===== config.mk =====
export PLATFORM = sky130hd
export DESIGN_NAME = nvs_sram_ctrl
export DESIGN_NICKNAME = d
export VERILOG_FILES = /design/src/rtl/nvs_ctrl_pkg.sv /design/src/rtl/nvs_cycle_timer.sv /design/src/rtl/nvs_bus_latch.sv /design/src/rtl/nvs_sram_ctrl.sv
export SDC_FILE = /design/constraint.sdc
export NUM_CORES = 1
export LEC_CHECK = 0
export BUFFER_PORTS_ARGS = -buffer_cell sky130_fd_sc_hd__buf_4
export CORE_MARGIN = 3
export CORE_UTILIZATION = 45
export DETAILED_ROUTE_END_ITERATION = 7
export PLACE_DENSITY_LB_ADDON = 0.08
export SYNTH_ARGS = -nofsm -noshare
export SYNTH_HDL_FRONTEND = slang
export SYNTH_SLANG_ARGS = --single-unit

===== constraint.sdc =====
create_clock -name clk -period 2 [get_ports clk]
set_input_delay 0.1 -clock clk [delete_from_list [all_inputs] [get_ports clk]]
set_output_delay 0.1 -clock clk [all_outputs]
set_load 0.01 [all_outputs]

===== src/rtl/nvs_ctrl_pkg.sv =====
package nvs_ctrl_pkg;

    typedef enum logic [2:0] {
        ST_IDLE,
        ST_READ,
        ST_WSTROBE,
        ST_WHOLD,
        ST_RECOVER
    } ctrl_state_e;

endpackage


===== src/rtl/nvs_cycle_timer.sv =====
module nvs_cycle_timer #(
    parameter int unsigned CNT_W = 4
) (
    input  logic             clk,
    input  logic             rst_n,
    input  logic             load,
    input  logic [CNT_W-1:0] load_val,
    output logic             zero
);

    logic [CNT_W-1:0] cnt_q;

    always_ff @(posedge clk or negedge rst_n) begin
        if (!rst_n) begin
            cnt_q <= '0;
        end else if (load) begin
            cnt_q <= load_val;
        end else if (cnt_q != '0) begin
            cnt_q <= cnt_q - 1'b1;
        end
    end

    assign zero = (cnt_q == '0);

endmodule


===== src/rtl/nvs_bus_latch.sv =====
module nvs_bus_latch #(
    parameter int unsigned ADDR_W = 11,
    parameter int unsigned DATA_W = 8
) (
    input  logic              clk,
    input  logic              rst_n,
    input  logic              cap_req,
    input  logic              cap_rd,
    input  logic [ADDR_W-1:0] in_addr,
    input  logic [DATA_W-1:0] in_wdata,
    input  logic [DATA_W-1:0] in_rdq,
    output logic [ADDR_W-1:0] addr_q,
    output logic [DATA_W-1:0] wdata_q,
    output logic [DATA_W-1:0] rdata_q
);

    always_ff @(posedge clk or negedge rst_n) begin
        if (!rst_n) begin
            addr_q  <= '0;
            wdata_q <= '0;
        end else if (cap_req) begin
            addr_q  <= in_addr;
            wdata_q <= in_wdata;
        end
    end

    always_ff @(posedge clk or negedge rst_n) begin
        if (!rst_n) begin
            rdata_q <= '0;
        end else if (cap_rd) begin
            rdata_q <= in_rdq;
        end
    end

endmodule


===== src/rtl/nvs_sram_ctrl.sv =====
module nvs_sram_ctrl
    import nvs_ctrl_pkg::*;
#(
    parameter int unsigned ADDR_W   = 11,
    parameter int unsigned DATA_W   = 8,
    parameter int unsigned RD_CYC   = 10,
    parameter int unsigned WP_CYC   = 8,
    parameter int unsigned HOLD_CYC = 1,
    parameter int unsigned CYC_CYC  = 12
) (
    input  logic              clk,
    input  logic              rst_n,
    input  logic              req_valid,
    input  logic              req_write,
    input  logic [ADDR_W-1:0] req_addr,
    input  logic [DATA_W-1:0] req_wdata,
    output logic              rsp_done,
    output logic [DATA_W-1:0] rsp_rdata,
    output logic [ADDR_W-1:0] sram_addr,
    output logic              sram_ce_n,
    output logic              sram_we_n,
    output logic              sram_oe_n,
    output logic [DATA_W-1:0] sram_dq_out,
    output logic              sram_dq_oe,
    input  logic [DATA_W-1:0] sram_dq_in
);

    localparam int unsigned CNT_W = $clog2(CYC_CYC + 1);
    localparam logic [CNT_W-1:0] RD_LD   = CNT_W'(RD_CYC - 1);
    localparam logic [CNT_W-1:0] WP_LD   = CNT_W'(WP_CYC - 1);
    localparam logic [CNT_W-1:0] HOLD_LD = CNT_W'(HOLD_CYC - 1);
    localparam logic [CNT_W-1:0] CYC_LD  = CNT_W'(CYC_CYC - 1);

    ctrl_state_e      state_q, state_d;
    logic             ph_load, ph_zero;
    logic [CNT_W-1:0] ph_val;
    logic             cy_load, cy_zero;
    logic             accept, finish, rd_capture;

    // Phase timer: length of the current strobe phase.
    nvs_cycle_timer #(.CNT_W(CNT_W)) u_phase_tmr (
        .clk      (clk),
        .rst_n    (rst_n),
        .load     (ph_load),
        .load_val (ph_val),
        .zero     (ph_zero)
    );

    // Cycle timer: minimum spacing between accepted requests.
    nvs_cycle_timer #(.CNT_W(CNT_W)) u_cycle_tmr (
        .clk      (clk),
        .rst_n    (rst_n),
        .load     (cy_load),
        .load_val (CYC_LD),
        .zero     (cy_zero)
    );

    nvs_bus_latch #(.ADDR_W(ADDR_W), .DATA_W(DATA_W)) u_bus_latch (
        .clk      (clk),
        .rst_n    (rst_n),
        .cap_req  (accept),
        .cap_rd   (rd_capture),
        .in_addr  (req_addr),
        .in_wdata (req_wdata),
        .in_rdq   (sram_dq_in),
        .addr_q   (sram_addr),
        .wdata_q  (sram_dq_out),
        .rdata_q  (rsp_rdata)
    );

    always_ff @(posedge clk or negedge rst_n) begin
        if (!rst_n) begin
            state_q <= ST_IDLE;
        end else begin
            state_q <= state_d;
        end
    end

    always_comb begin
        state_d    = state_q;
        ph_load    = 1'b0;
        ph_val     = '0;
        cy_load    = 1'b0;
        accept     = 1'b0;
        finish     = 1'b0;
        rd_capture = 1'b0;
        unique case (state_q)
            ST_IDLE: begin
                if (req_valid) begin
                    accept  = 1'b1;
                    cy_load = 1'b1;
                    ph_load = 1'b1;
                    ph_val  = req_write ? WP_LD : RD_LD;
                    state_d = req_write ? ST_WSTROBE : ST_READ;
                end
            end
            ST_READ: begin
                if (ph_zero) begin
                    finish     = 1'b1;
                    rd_capture = 1'b1;
                    state_d    = ST_RECOVER;
                end
            end
            ST_WSTROBE: begin
                if (ph_zero) begin
                    ph_load = 1'b1;
                    ph_val  = HOLD_LD;
                    state_d = ST_WHOLD;
                end
            end
            ST_WHOLD: begin
                if (ph_zero) begin
                    finish  = 1'b1;
                    state_d = ST_RECOVER;
                end
            end
            ST_RECOVER: begin
                if (cy_zero) begin
                    state_d = ST_IDLE;
                end
            end
            default: state_d = ST_IDLE;
        endcase
    end

    // Registered strobes, decoded from the state being entered.
    always_ff @(posedge clk or negedge rst_n) begin
        if (!rst_n) begin
            sram_ce_n  <= 1'b1;
            sram_we_n  <= 1'b1;
            sram_oe_n  <= 1'b1;
            sram_dq_oe <= 1'b0;
            rsp_done   <= 1'b0;
        end else begin
            rsp_done   <= finish;
            sram_ce_n  <= !(state_d inside {ST_READ, ST_WSTROBE, ST_WHOLD});
            sram_we_n  <= (state_d != ST_WSTROBE);
            sram_oe_n  <= (state_d != ST_READ);
            sram_dq_oe <= (state_d inside {ST_WSTROBE, ST_WHOLD});
        end
    end

endmodule


==> results of run 1 <==
## power breakdown
part	internal [mW]	total [mW]	leakage (nW)	switching, mW
clock	0.315	0.587	0.0515	0.272
sequential	1.29	1.52	0.520	0.230
combinational	0.851	1.62	0.752	0.765
## area by class of cell
type	instances	share of cell area (%)
flip-flops and latches	43	41.8
well taps	48	2.33
inverters	5	0.727
repair buffers	83	25.6
clock buffers	8	3.88
multi-input cells	117	25.6
## sequential cells by signal, indices dropped and copies added (netlist names)
signal,count
u_cycle_tmr.cnt_q,4
sram_we_n,1
u_phase_tmr.cnt_q,4
sram_oe_n,1
rsp_done,1
u_bus_latch.wdata_q,8
sram_dq_oe,1
u_bus_latch.rdata_q,8
sram_ce_n,1
u_bus_latch.addr_q,11
state_q,3
## per-layer routing
metal / track usage (%) / part of all wire (%)
met5: 0 / 0
met4: 5.21 / 1.0
met3: 4.06 / 5.2
met2: 28.9 / 51
met1: 21.1 / 43
## tightest hold or removal path, cell delays in order
cell,delay [ns]
sky130_fd_sc_hd__buf_4,0.08
sky130_fd_sc_hd__nand2_1,0.04
sky130_fd_sc_hd__nand2_1,0.05
## timing repair
item | 4_1_cts | 5_1_grt
hold endpoints to repair | 54 | 0
setup endpoints to repair | 0 | 0
hold buffers | 15 | 0
## kinds of logic after synthesis
kind of cell | share of synthesized area, %
compound gates | 5.77
xor+xnor | 0.973
fa+ha+maj | 1.39
buf+inv | 3.75
flops | 60.0
mux | 5.00
simple gates | 23.1
## cells in the final DEF, fill, tap and decap left out, types with 2 or more instances in the layout
cell and n:
sky130_fd_sc_hd__inv_1 5, sky130_fd_sc_hd__nor3_1 3, sky130_fd_sc_hd__nor2_1 7, sky130_fd_sc_hd__nand2b_1 2, sky130_fd_sc_hd__nand3b_1 3, sky130_fd_sc_hd__a211oi_1 2
sky130_fd_sc_hd__o211ai_1 2, sky130_fd_sc_hd__buf_4 68, sky130_fd_sc_hd__a211o_1 2, sky130_fd_sc_hd__o21ai_0 2, sky130_fd_sc_hd__a31oi_1 2, sky130_fd_sc_hd__dfrtp_1 40
sky130_fd_sc_hd__dlygate4sd3_1 15, sky130_fd_sc_hd__ha_1 2, sky130_fd_sc_hd__nand3_1 2, sky130_fd_sc_hd__nor3b_1 4, sky130_fd_sc_hd__dfstp_2 3, sky130_fd_sc_hd__clkbuf_8 7
sky130_fd_sc_hd__a21oi_1 2, sky130_fd_sc_hd__nand2_1 61, sky130_fd_sc_hd__mux2_2 8
## worst max path at each step
| stage | from | to | slack [ns] | cells after the start |
|---|---|---|---|---|
| after floorplan | u_phase_tmr.cnt_q[0]$_DFFE_PN0P_ | u_bus_latch.rdata_q[0]$_DFFE_PN0P_ | 0.40 | 5 |
| after global placement | u_phase_tmr.cnt_q[0]$_DFFE_PN0P_ | u_bus_latch.rdata_q[4]$_DFFE_PN0P_ | 0.34 | 5 |
| after detailed placement | u_phase_tmr.cnt_q[0]$_DFFE_PN0P_ | u_bus_latch.rdata_q[3]$_DFFE_PN0P_ | 0.27 | 5 |
| after CTS | u_phase_tmr.cnt_q[0]$_DFFE_PN0P_ | u_bus_latch.rdata_q[7]$_DFFE_PN0P_ | 0.24 | 5 |
| after global routing | u_phase_tmr.cnt_q[0]$_DFFE_PN0P_ | u_bus_latch.rdata_q[4]$_DFFE_PN0P_ | 0.08 | 5 |
| final | u_phase_tmr.cnt_q[0]$_DFFE_PN0P_ | u_bus_latch.rdata_q[0]$_DFFE_PN0P_ | 0.27 | 5 |
==> reports/results.txt, run 1 <==
Share of cells above drive strength 1: 35.2%. The run finished with clean final reports. Final hold analysis gives a worst-case slack of 0.00786 ns. The count of buffers inserted at the top-level ports was 62. Along the worst path, the maximum fanout reaches 8. The synthesized area divided by synthesized cell count was 10.3 µm². The largest total area in the synthesized netlist belongs to sky130_fd_sc_hd__dfrtp_1.

The run gives 0 as the warning count from the yosys run. The vertical die dimension works out to 69.3 µm. The run gives 288 as the final layout net count. The first global-routing pass estimated 6.66 mm of wire. In this run the critical register-to-register path is launched from u_phase_tmr.cnt_q[0]$_DFFE_PN0P_.

The cell count of the worst hold path was 3; the area share of the leading cell type in the synthesized netlist was 55.6%. Once placement completed, the tool counted placed cells totaling 281. The logs give 44 for the largest net degree at the start of global routing and 0.00258 mm² for the final design area excluding fillers. The synthesized design contains 0 enable-type register cells. The tools report the area of the die as 0.00480 mm². The synthesized design contains 43 register bits. Destination of the worst hold path: u_bus_latch.wdata_q[5]$_DFFE_PN0P_. The total of cells resized after clock tree synthesis came out at 0.

The number of global-route vias before repair is 1471. The worst path meets setup with 0.271 ns of slack. The critical path is of the register to register type.

Summing every instance area after synthesis gives 0.00180 mm². The logs give 64.0% for the worst-case headroom to the max-slew limit and 294 for the fill cell total of the finished layout. Before CTS, the worst setup slack after placement is 0.268 ns. Traced cell by cell, the critical path runs through inv_1 > ha_1 > nor3b_1 > nand3_2 > mux2_2. For this run, the detailed router's first-pass iteration total came to 4. The detailed-route vias per instance came out at 4.83.

The prevailing post-synth register cell was sky130_fd_sc_hd__dfrtp_1. The worst path in the final design needs a cycle of 1.73 ns, including I/O delays and setup. The number of cells on the worst reg-to-reg path is 5, and the final RePlAce weighted congestion is 0.778. Setup repair after global routing left no endpoint under its margin. The cell type of the slowest stage on the worst timing path was sky130_fd_sc_hd__dfrtp_1. The clock slew seen by the registers of the worst setup and hold paths was 0.08 ns; the maximum vdd ir drop was 0.849 mV. STA puts the critical path data required time at 2.17 ns. The all-layer global routing usage came out at 16.9%. Synthesis instantiated 34 different standard cells from the library. The total power of the final layout is 3.72 mW. Registers take 0.00108 mm².

For the worst-skew pair, the clock arrives at the later sink with an insertion delay of 0.29 ns. The number of buffers and inverters on the critical path was 1; the number of violations of the max-capacitance limit was 0. The commonest cells after synthesis are sky130_fd_sc_hd__nand2_1, sky130_fd_sc_hd__dfrtp_1, sky130_fd_sc_hd__mux2_2, sky130_fd_sc_hd__nor2_1, sky130_fd_sc_hd__buf_2.

The end of the worst register-to-register path was u_bus_latch.rdata_q[0]$_DFFE_PN0P_. Yosys attributes the largest share of cell area to sky130_fd_sc_hd__dfrtp_1, sky130_fd_sc_hd__nand2_1, sky130_fd_sc_hd__mux2_2. The worst hold path belongs to the class primary input to register. For the initial standard-cell utilization of the core, the log shows 47.7%.

The clock tree synthesis step divided the H-tree into 2 levels. In this run the cell area measured after placement is 0.00233 mm². In this run, CTS created clock tree buffers numbering 5. The worst setup path is launched from a register. The logs give 662 µm² for the multi-input gate area in the final layout and 2 for the maximum number of buffers from clock root to sink.

The logs give 2.68 mm for the placed wire-length estimate and 22 for the count of standard-cell rows. The number of nets still failing antenna checks after routing came out at 0. Hold violation count in the final report: 0. The final route contains 1468 vias. After routing, the total negative slack on setup checks comes to 0 ns. Summed over all cells, the static leakage comes to 1.32 nW.

In the synthesized netlist the async set-or-reset flop fraction comes to 100%. The worst hold path begins at req_wdata[5]. The tools report the placeable core region as 0.00377 mm². The run gives 0 as the post-route DRC violation count. The most instantiated library cell after synthesis was sky130_fd_sc_hd__nand2_1. Counting every sink on the clock net gives 43.

STA classifies the critical path endpoint as a register. Derived from the worst setup path, the maximum achievable clock frequency is 578 MHz. After layout, the worst path uses 86.5% of the clock period.

The count of cells in the finished layout, fillers not included, comes to 304. Counting every instance in the synthesized netlist gives 174. The number of antenna violations at the first check in global routing is 0. The tools report the clock tree skew after final layout as 0.00428 ns. The synthesis-to-layout area growth is 43.4%, and the transition at the pin with the smallest max-transition slack is 0.540 ns. Wires add up to 3.80 mm. The largest incremental delay on the critical path is 0.42 ns.

Count of final max-slew check failures: 0. The repair_antennas step left the layout with diodes totalling 0. The logs give 63 for the count of boundary I/O pins and 68.4% for the final standard cell utilization of the core.

The number of nets handed over by synthesis was 207. For flop-to-flop paths, the worst setup slack is 0.27 ns. Global routing finished with a remaining overflow of 0.

Setup violations remaining at the end of the flow were counted as 0. For this block, the initial DRC count from the detailed router was 53. For the worst endpoint data arrival time, the log shows 1.90 ns.

TritonCTS built the clock tree. The cell chosen for the clock root is sky130_fd_sc_hd__clkbuf_8. For this run, the register share of the synthesized area comes to 60.0%.

Broken down by cell family, the worst path's largest delay share belongs to simple AND/OR/NAND/NOR gates. The die is 69.3 µm wide. The routed length per instance is 12.5 µm. The power density over the cells came out at 1440 mW/mm². For the post-CTS repair timing setup buffer count, the log shows 0.
(Power assumes the default switching activity.)
==> run 2: changes to the inputs <==
--- a/config.mk
+++ b/config.mk
@@ -10,6 +10,7 @@
 export CORE_UTILIZATION = 45
 export DETAILED_ROUTE_END_ITERATION = 7
 export PLACE_DENSITY_LB_ADDON = 0.08
+export REMOVE_ABC_BUFFERS = 1
 export SYNTH_ARGS = -nofsm -noshare
 export SYNTH_HDL_FRONTEND = slang
 export SYNTH_SLANG_ARGS = --single-unit
==> reports/results.txt, run 2 (synthesized netlist as in run 1, its figures left out) <==
The largest incremental delay on the critical path came out at 0.42 ns (about the same). The total of cells resized after clock tree synthesis was 0 (unchanged); the placeable core region was 0.00377 mm² (unchanged). Wire length of the first global-routing pass: 7.00 mm (was 6.66 mm). The logs give 5 (unchanged) for the number of buffers inserted during clock tree synthesis and 1.31 nW (was 1.32 nW) for the leakage power. TritonCTS built the clock tree.

The initial detailed-routing violation count came out at 87 (was 53). The global route total overflow came out at 0 (unchanged). Detailed-route vias per instance: 4.94 (was 4.83). Commonest cells after routing, fill and taps aside: sky130_fd_sc_hd__buf_4, sky130_fd_sc_hd__nand2_1, sky130_fd_sc_hd__dfrtp_1 (unchanged). The number of global-route vias before repair was 1583 (was 1471). The category of the most critical setup path was register to register (unchanged).

The count of buffers inserted at the top-level ports is 62 (unchanged). The type of element capturing the critical path was a register (unchanged). The number of buffers and inverters on the critical path works out to 1 (unchanged).

For the count of boundary I/O pins, the log shows 63 (unchanged). The placed wire-length estimate was 2.76 mm (was 2.68 mm); the flip-flop count of the largest register after layout was 11 (unchanged). Cell type group with the largest total delay on the critical path: simple AND/OR/NAND/NOR gates (unchanged). The run gives 0.00232 mm² (was 0.00233 mm²) as the placed instance area. The launch point of the worst reg-to-reg path is u_phase_tmr.cnt_q[0]$_DFFE_PN0P_ (unchanged). The first-pass iteration count of the detailed router is 5 (was 4). The run gives 0 (unchanged) as the number of nets still failing antenna checks after routing.

The count of final max-slew check failures came out at 0 (unchanged). The largest fanout on the critical path is 8 (unchanged), and the met1 routing resource usage after global routing is 21.5% (was 21.1%). The clock tree skew after final layout was 0.00737 ns (was 0.00428 ns). The final layout net count came out at 288 (unchanged).

The critical path capture point was u_bus_latch.rdata_q[1]$_DFFE_PN0P_ (was u_bus_latch.rdata_q[0]$_DFFE_PN0P_). The tools report the number of antenna violations at the first check in global routing as 0 (unchanged). The shortest period the worst path allows was 1.64 ns (was 1.73 ns); the worst-case hold slack was 0.0134 ns (was 0.00786 ns). The maximum number of buffers from clock root to sink was 2 (unchanged); the routed length per instance was 12.9 µm (was 12.5 µm). Power density over the cells: 1420 mW/mm² (was 1440 mW/mm²).

The overall die width is 69.3 µm (unchanged), and the final design area excluding fillers is 0.00256 mm² (was 0.00258 mm²). The run gives 609 MHz (was 578 MHz) as the maximum clock rate. The number of cells on the worst reg-to-reg path was 5 (unchanged). The tools report the total vias in the final route as 1501 (was 1468).

The tools report the final sum of negative setup slack as 0 ns (unchanged). The largest net degree at the start of global routing came out at 44 (unchanged). The most frequent standard cell in the layout excluding fill and tap cells is sky130_fd_sc_hd__buf_4 (unchanged).

The hold violation count in the final report is 0 (unchanged). The vertical die dimension came out at 69.3 µm (unchanged). The slack of the worst reg-to-reg path was 0.36 ns (was 0.27 ns). The instance count after placement with tap cells included came out at 280 (was 281). Setup repair after global routing left no endpoint under its margin. The insertion delay to the later sink of the worst-skew pair came out at 0.29 ns (about the same).

All-layer global routing usage: 17.9% (was 16.9%). Chain of cells forming the critical path: inv_1 > ha_1 > nor3b_1 > nand3_2 > mux2_2 (unchanged). Detailed-route wire length: 3.91 mm (was 3.80 mm).

For the data required time at the worst endpoint, the log shows 2.18 ns (was 2.17 ns). The worst setup path startpoint was u_phase_tmr.cnt_q[0]$_DFFE_PN0P_ (unchanged). The worst-case headroom to the max-slew limit was 64.3% (was 64.0%); the synthesis-to-layout area growth was 42.5% (was 43.4%). The part of the cycle the worst path needs is 82.2% (was 86.5%). Highest-utilization routing layer at the global route stage: met2 (unchanged).

The path type of the worst min-delay path is primary input to register (unchanged). The logs give 0 (unchanged) for the number of violations of the max-capacitance limit and 0 (unchanged) for the number of antenna cells inserted. The transition at the pin with the smallest max-transition slack is 0.536 ns (was 0.540 ns). The H-tree depth came out at 2 (unchanged). The register with the most flip-flops was u_bus_latch.addr_q (unchanged). The run gives 0 (unchanged) as the post-route DRC violation count. For the initial standard-cell utilization of the core, the log shows 47.7% (unchanged).

The cell type of the slowest stage on the worst timing path is sky130_fd_sc_hd__dfrtp_1 (unchanged). Registers with the most flip-flops: u_bus_latch.addr_q: 11 flops, u_bus_latch.rdata_q: 8 flops, u_bus_latch.wdata_q: 8 flops (unchanged). The final cell count without fillers is 304 (unchanged).

The type of origin of the critical path was a register (unchanged). The area of the die was 0.00480 mm² (unchanged); the share of cells above drive strength 1 was 34.4% (was 35.2%). The worst endpoint data arrival time was 1.82 ns (was 1.90 ns); the met3 routing resource usage after global routing was 4.35% (was 4.06%). The end of the worst register-to-register path is u_bus_latch.rdata_q[1]$_DFFE_PN0P_ (was u_bus_latch.rdata_q[0]$_DFFE_PN0P_). For the maximum vdd ir drop, the log shows 0.709 mV (was 0.849 mV). The met2 usage in global routing is 31.1% (was 28.9%), and the clock slew seen by the registers of the worst setup and hold paths is 0.08 ns (about the same). The logs give 0 (unchanged) for the final number of setup-violating endpoints and 43 (unchanged) for the number of clock sinks.

The flow ran to the end, and the final reports show no timing, DRC or antenna violations. The count of standard-cell rows is 22 (unchanged). The final RePlAce weighted congestion is 0.779 (was 0.778). The cell chosen for the clock root was sky130_fd_sc_hd__clkbuf_8 (unchanged). The number of logic stages on the critical path including buffering came out at 5 (unchanged).
-- run 2: layout make-up --
class	instances	area, µm²
Fill cell	307	1210
Clock inverter	1	5.00
Sequential cell	43	1080
Clock buffer	7	76.3
Inverter	5	18.8
Multi-Input combinational cell	117	662
Timing Repair Buffer	83	663
Tap cell	48	60.1
-- run 2: worst reg2reg max path, stage by stage (launching register included) --
cell,delay [ns]
sky130_fd_sc_hd__dfrtp_1,0.42
sky130_fd_sc_hd__inv_1,0.07
sky130_fd_sc_hd__ha_1,0.16
sky130_fd_sc_hd__nor3b_1,0.30
sky130_fd_sc_hd__nand3_2,0.25
sky130_fd_sc_hd__mux2_2,0.33
-- run 2: metal layers --
| metal | vias to the layer above | part of all wire (%) |
|---|---|---|
| li1 | 728 | - |
| met1 | 708 | 42 |
| met2 | 58 | 50 |
| met3 | 7 | 7.0 |
| met4 | 0 | 1.3 |
| met5 | - | 0 |
-- run 2: worst min path at each step --
stage	startpoint	to	cells past startpoint	slack, ns
3_5_place_dp	rst_n	u_bus_latch.addr_q[8]$_DFFE_PN0P_	1	0.12
6_report	req_addr[4]	u_bus_latch.addr_q[4]$_DFFE_PN0P_	3	0.01
2_1_floorplan	rst_n	rsp_done$_DFF_PN0_	0	-0.20
5_1_grt	req_wdata[0]	u_bus_latch.wdata_q[0]$_DFFE_PN0P_	3	0.03
3_3_place_gp	rst_n	u_bus_latch.addr_q[8]$_DFFE_PN0P_	1	0.11
4_1_cts	req_addr[4]	u_bus_latch.addr_q[4]$_DFFE_PN0P_	3	0.007
-- run 2: power breakdown --
group          switching [mW]  internal (mW)  leakage [nW]
logic                   0.721          0.836         0.750
registers               0.274           1.29         0.520
clock network           0.272          0.245        0.0422
total                    1.27           2.37          1.31
-- run 2: repair_timing --
| item | CTS | global route |
|---|---|---|
| hold endpoints to repair | 55 | 0 |
| setup buffers | 0 | 0 |
| hold buffers | 16 | 0 |
-- run 2: metrics by stage --
stage / utilization [%] / setup slack (ns) / power (mW)
final: 68.0 / 0.357 / 3.64
after global routing: 68.0 / 0.226 / 3.95
after CTS: 68.0 / 0.326 / 3.69
after detailed placement: 61.6 / 0.337 / 3.13
after global placement: 61.6 / 0.404 / 3.04
after floorplan: - / -0.174 / 2.36
==> run 3: changes to the inputs <==
--- a/config.mk
+++ b/config.mk
@@ -7,7 +7,7 @@
 export LEC_CHECK = 0
 export BUFFER_PORTS_ARGS = -buffer_cell sky130_fd_sc_hd__buf_4
 export CORE_MARGIN = 3
-export CORE_UTILIZATION = 45
+export CORE_UTILIZATION = 44
 export DETAILED_ROUTE_END_ITERATION = 7
 export PLACE_DENSITY_LB_ADDON = 0.08
 export REMOVE_ABC_BUFFERS = 1
==> constraint.sdc (replaced) <==
create_clock -name clk -period 1.4 [get_ports clk]
set_input_delay 0.07 -clock clk [delete_from_list [all_inputs] [get_ports clk]]
set_output_delay 0.07 -clock clk [all_outputs]
set_load 0.01 [all_outputs]
==> reports/results.txt, run 3 (synthesized netlist as in run 1, its figures left out) <==
The flow ran to the end, but the final reports show violations. The checks that failed: setup timing. The flip-flop count of the largest register after layout is 11 (unchanged). The shortest period the worst path allows was 1.50 ns (was 1.64 ns); the fill cell total of the finished layout was 246 (was 307).

Overall die width: 70.0 µm (was 69.3 µm). The cell type of the slowest stage on the worst timing path is sky130_fd_sc_hd__dfrtp_1 (unchanged). The synthesis-to-layout area growth came out at 63.2% (was 42.5%).

Final layout net count: 311 (was 288). The clock tree skew after final layout came out at 0.00597 ns (was 0.00737 ns). The number of global-route vias before repair came out at 1614 (was 1583).

The transition at the pin with the smallest max-transition slack came out at 0.526 ns (was 0.536 ns). For the number of antenna cells inserted, the log shows 0 (unchanged). Path type of the worst min-delay path: primary input to register (unchanged). The count of boundary I/O pins was 63 (unchanged). The wire length of the first global-routing pass is 7.32 mm (was 7.00 mm). Setup repair after global routing could not meet its margin everywhere. The worst hold path startpoint was sram_dq_in[0] (was req_addr[4]). The worst-case headroom to the max-slew limit came out at 64.9% (was 64.3%).

The launch point of the worst reg-to-reg path was u_phase_tmr.cnt_q[1]$_DFFE_PN0P_ (was u_phase_tmr.cnt_q[0]$_DFFE_PN0P_). For the placeable core region, the log shows 0.00380 mm² (was 0.00377 mm²). The tools report the final number of setup-violating endpoints as 33 (was 0). The routed length per instance was 14.9 µm (was 12.9 µm); the count of buffers inserted at the top-level ports was 62 (unchanged). The final RePlAce weighted congestion is 0.728 (was 0.779). The worst setup path startpoint was u_phase_tmr.cnt_q[1]$_DFFE_PN0P_ (was u_phase_tmr.cnt_q[0]$_DFFE_PN0P_). The tools report the maximum vdd ir drop as 1.03 mV (was 0.709 mV).

Count of standard-cell rows: 22 (unchanged). The maximum clock rate was 668 MHz (was 609 MHz). Commonest cells after routing, fill and taps aside: sky130_fd_sc_hd__buf_4, sky130_fd_sc_hd__dfrtp_1, sky130_fd_sc_hd__nand2_1 (was sky130_fd_sc_hd__buf_4, sky130_fd_sc_hd__nand2_1, sky130_fd_sc_hd__dfrtp_1). The number of violations of the max-capacitance limit was 0 (unchanged); the number of buffers and inverters on the critical path was 1 (unchanged). The number of clock sinks was 43 (unchanged); the number of nets still failing antenna checks after routing was 0 (unchanged). The initial detailed-routing violation count was 152 (was 87); the all-layer global routing usage was 19.1% (was 17.9%).

Clock slew seen by the registers of the worst setup and hold paths: 0.08 ns (about the same). Most frequent standard cell in the layout excluding fill and tap cells: sky130_fd_sc_hd__buf_4 (unchanged). The tools report the data required time at the worst endpoint as 1.58 ns (was 2.18 ns). Type of element capturing the critical path: a register (unchanged).

The maximum number of buffers from clock root to sink is 2 (unchanged), and the power density over the cells is 2020 mW/mm² (was 1420 mW/mm²). The tools report the multi-input gate area in the final layout as 786 µm² (was 662 µm²). The worst endpoint data arrival time was 1.68 ns (was 1.82 ns); the largest net degree at the start of global routing was 44 (unchanged). The part of the cycle the worst path needs came out at 107% (was 82.2%). The largest incremental delay on the critical path was 0.40 ns (was 0.42 ns); the hold violation count in the final report was 0 (unchanged).

The register with the most flip-flops is u_bus_latch.addr_q (unchanged). Vertical die dimension: 70.0 µm (was 69.3 µm). The total area of sequential cells was 0.00108 mm² (unchanged). The post-route DRC violation count came out at 0 (unchanged). Registers with the most flip-flops: u_bus_latch.addr_q: 11 flops, u_bus_latch.rdata_q: 8 flops, u_bus_latch.wdata_q: 8 flops (unchanged). The type of origin of the critical path was a register (unchanged).

For the worst setup timing slack at the placement stage, the log shows -0.209 ns (was 0.337 ns). Cell type group with the largest total delay on the critical path: simple AND/OR/NAND/NOR gates (unchanged). The global route total overflow was 0 (unchanged); the worst setup slack after layout was -0.0969 ns (was 0.357 ns). The first-pass iteration count of the detailed router was 4 (was 5).

The count of final max-slew check failures came out at 0 (unchanged). The area of the die is 0.00490 mm² (was 0.00480 mm²), and the worst-case hold slack is 0.00606 ns (was 0.0134 ns). The logs give 5 (unchanged) for the number of buffers inserted during clock tree synthesis and 77.3% (was 68.0%) for the final standard cell utilization of the core. The largest fanout on the critical path was 8 (unchanged); the H-tree depth was 2 (unchanged). Final sum of negative setup slack: -1.87 ns (was 0 ns). The logs give 1.47 nW (was 1.31 nW) for the leakage power and 1669 (was 1501) for the total vias in the final route. The placed wire-length estimate was 2.84 mm (was 2.76 mm). The category of the most critical setup path is register to register (unchanged).

TritonCTS built the clock tree. The detailed-route vias per instance works out to 5.10 (was 4.94). The cell chosen for the clock root was sky130_fd_sc_hd__clkbuf_8 (unchanged).

The initial standard-cell utilization of the core came out at 47.4% (was 47.7%). The share of cells above drive strength 1 works out to 47.7% (was 34.4%). Number of antenna violations at the first check in global routing: 0 (unchanged). Chain of cells forming the critical path: inv_1 > ha_2 > nor3b_4 > nand3_4 > mux2_4 (was inv_1 > ha_1 > nor3b_1 > nand3_2 > mux2_2).

For the insertion delay to the later sink of the worst-skew pair, the log shows 0.30 ns (was 0.29 ns). The run gives 4.88 mm (was 3.91 mm) as the detailed-route wire length.
## run 3: cell types whose count changed in the layout (fill, tap and decap cells not counted), sizes merged
cell         delta
clkbuf          +3
buf            +15
dlygate4sd3     +6
clkinv          -1
## run 3: repair_timing
action / 4_1_cts / 5_1_grt
setup endpoints to repair: 34 / 40
hold endpoints to repair: 59 / 2
resized for setup: 5 / 40
buffers inserted: 2 / 3
hold buffers: 20 / 2
pin swaps: 2 / 44
cloned: 0 / 4
## run 3: area by class of cell
cell class              count  share of cell area [%]
inverters                   5                   0.639
repair buffers            106                    31.1
multi-input cells         117                    26.7
clock buffers               8                    2.73
well taps                  48                    2.04
flip-flops and latches     43                    36.8
## run 3: power breakdown
group	leakage [nW]	total [mW]	switching (mW)	internal, mW
clock	0.0395	0.745	0.390	0.354
sequential	0.520	2.27	0.420	1.84
combinational	0.908	2.93	1.30	1.64
## run 3: final timing paths
check,end,slack (ns),depth (start not counted)
worst max-delay path,u_bus_latch.rdata_q[4]$_DFFE_PN0P_,-0.1,5
worst min-delay path,u_bus_latch.rdata_q[0]$_DFFE_PN0P_,0.006,2
worst max register to register,u_bus_latch.rdata_q[4]$_DFFE_PN0P_,-0.1,5
worst min register to register,u_bus_latch.wdata_q[3]$_DFFE_PN0P_,0.48,2
max in group asynchronous,sram_oe_n$_DFF_PN1_,0.73,2
min in group asynchronous,sram_dq_oe$_DFF_PN0_,0.29,2
## run 3: stage by stage
stage / instance area [µm²] / power (mW) / std cells
after CTS: 2710 / 5.51 / 318
after global placement: 2380 / 4.50 / 288
final: 2940 / 5.94 / 327
after floorplan: 1750 / 3.37 / 165
after global routing: 2940 / 6.37 / 327
after detailed placement: 2380 / 4.62 / 288
## run 3: layer usage
metal  up-vias  wire (µm)  global-route usage (%)
met5         -          0                       0
met4         0         91                    8.72
met3        13        299                    5.47
met2        60       2620                    33.4
met1       821       1860                    21.3
li1        775          -                       -
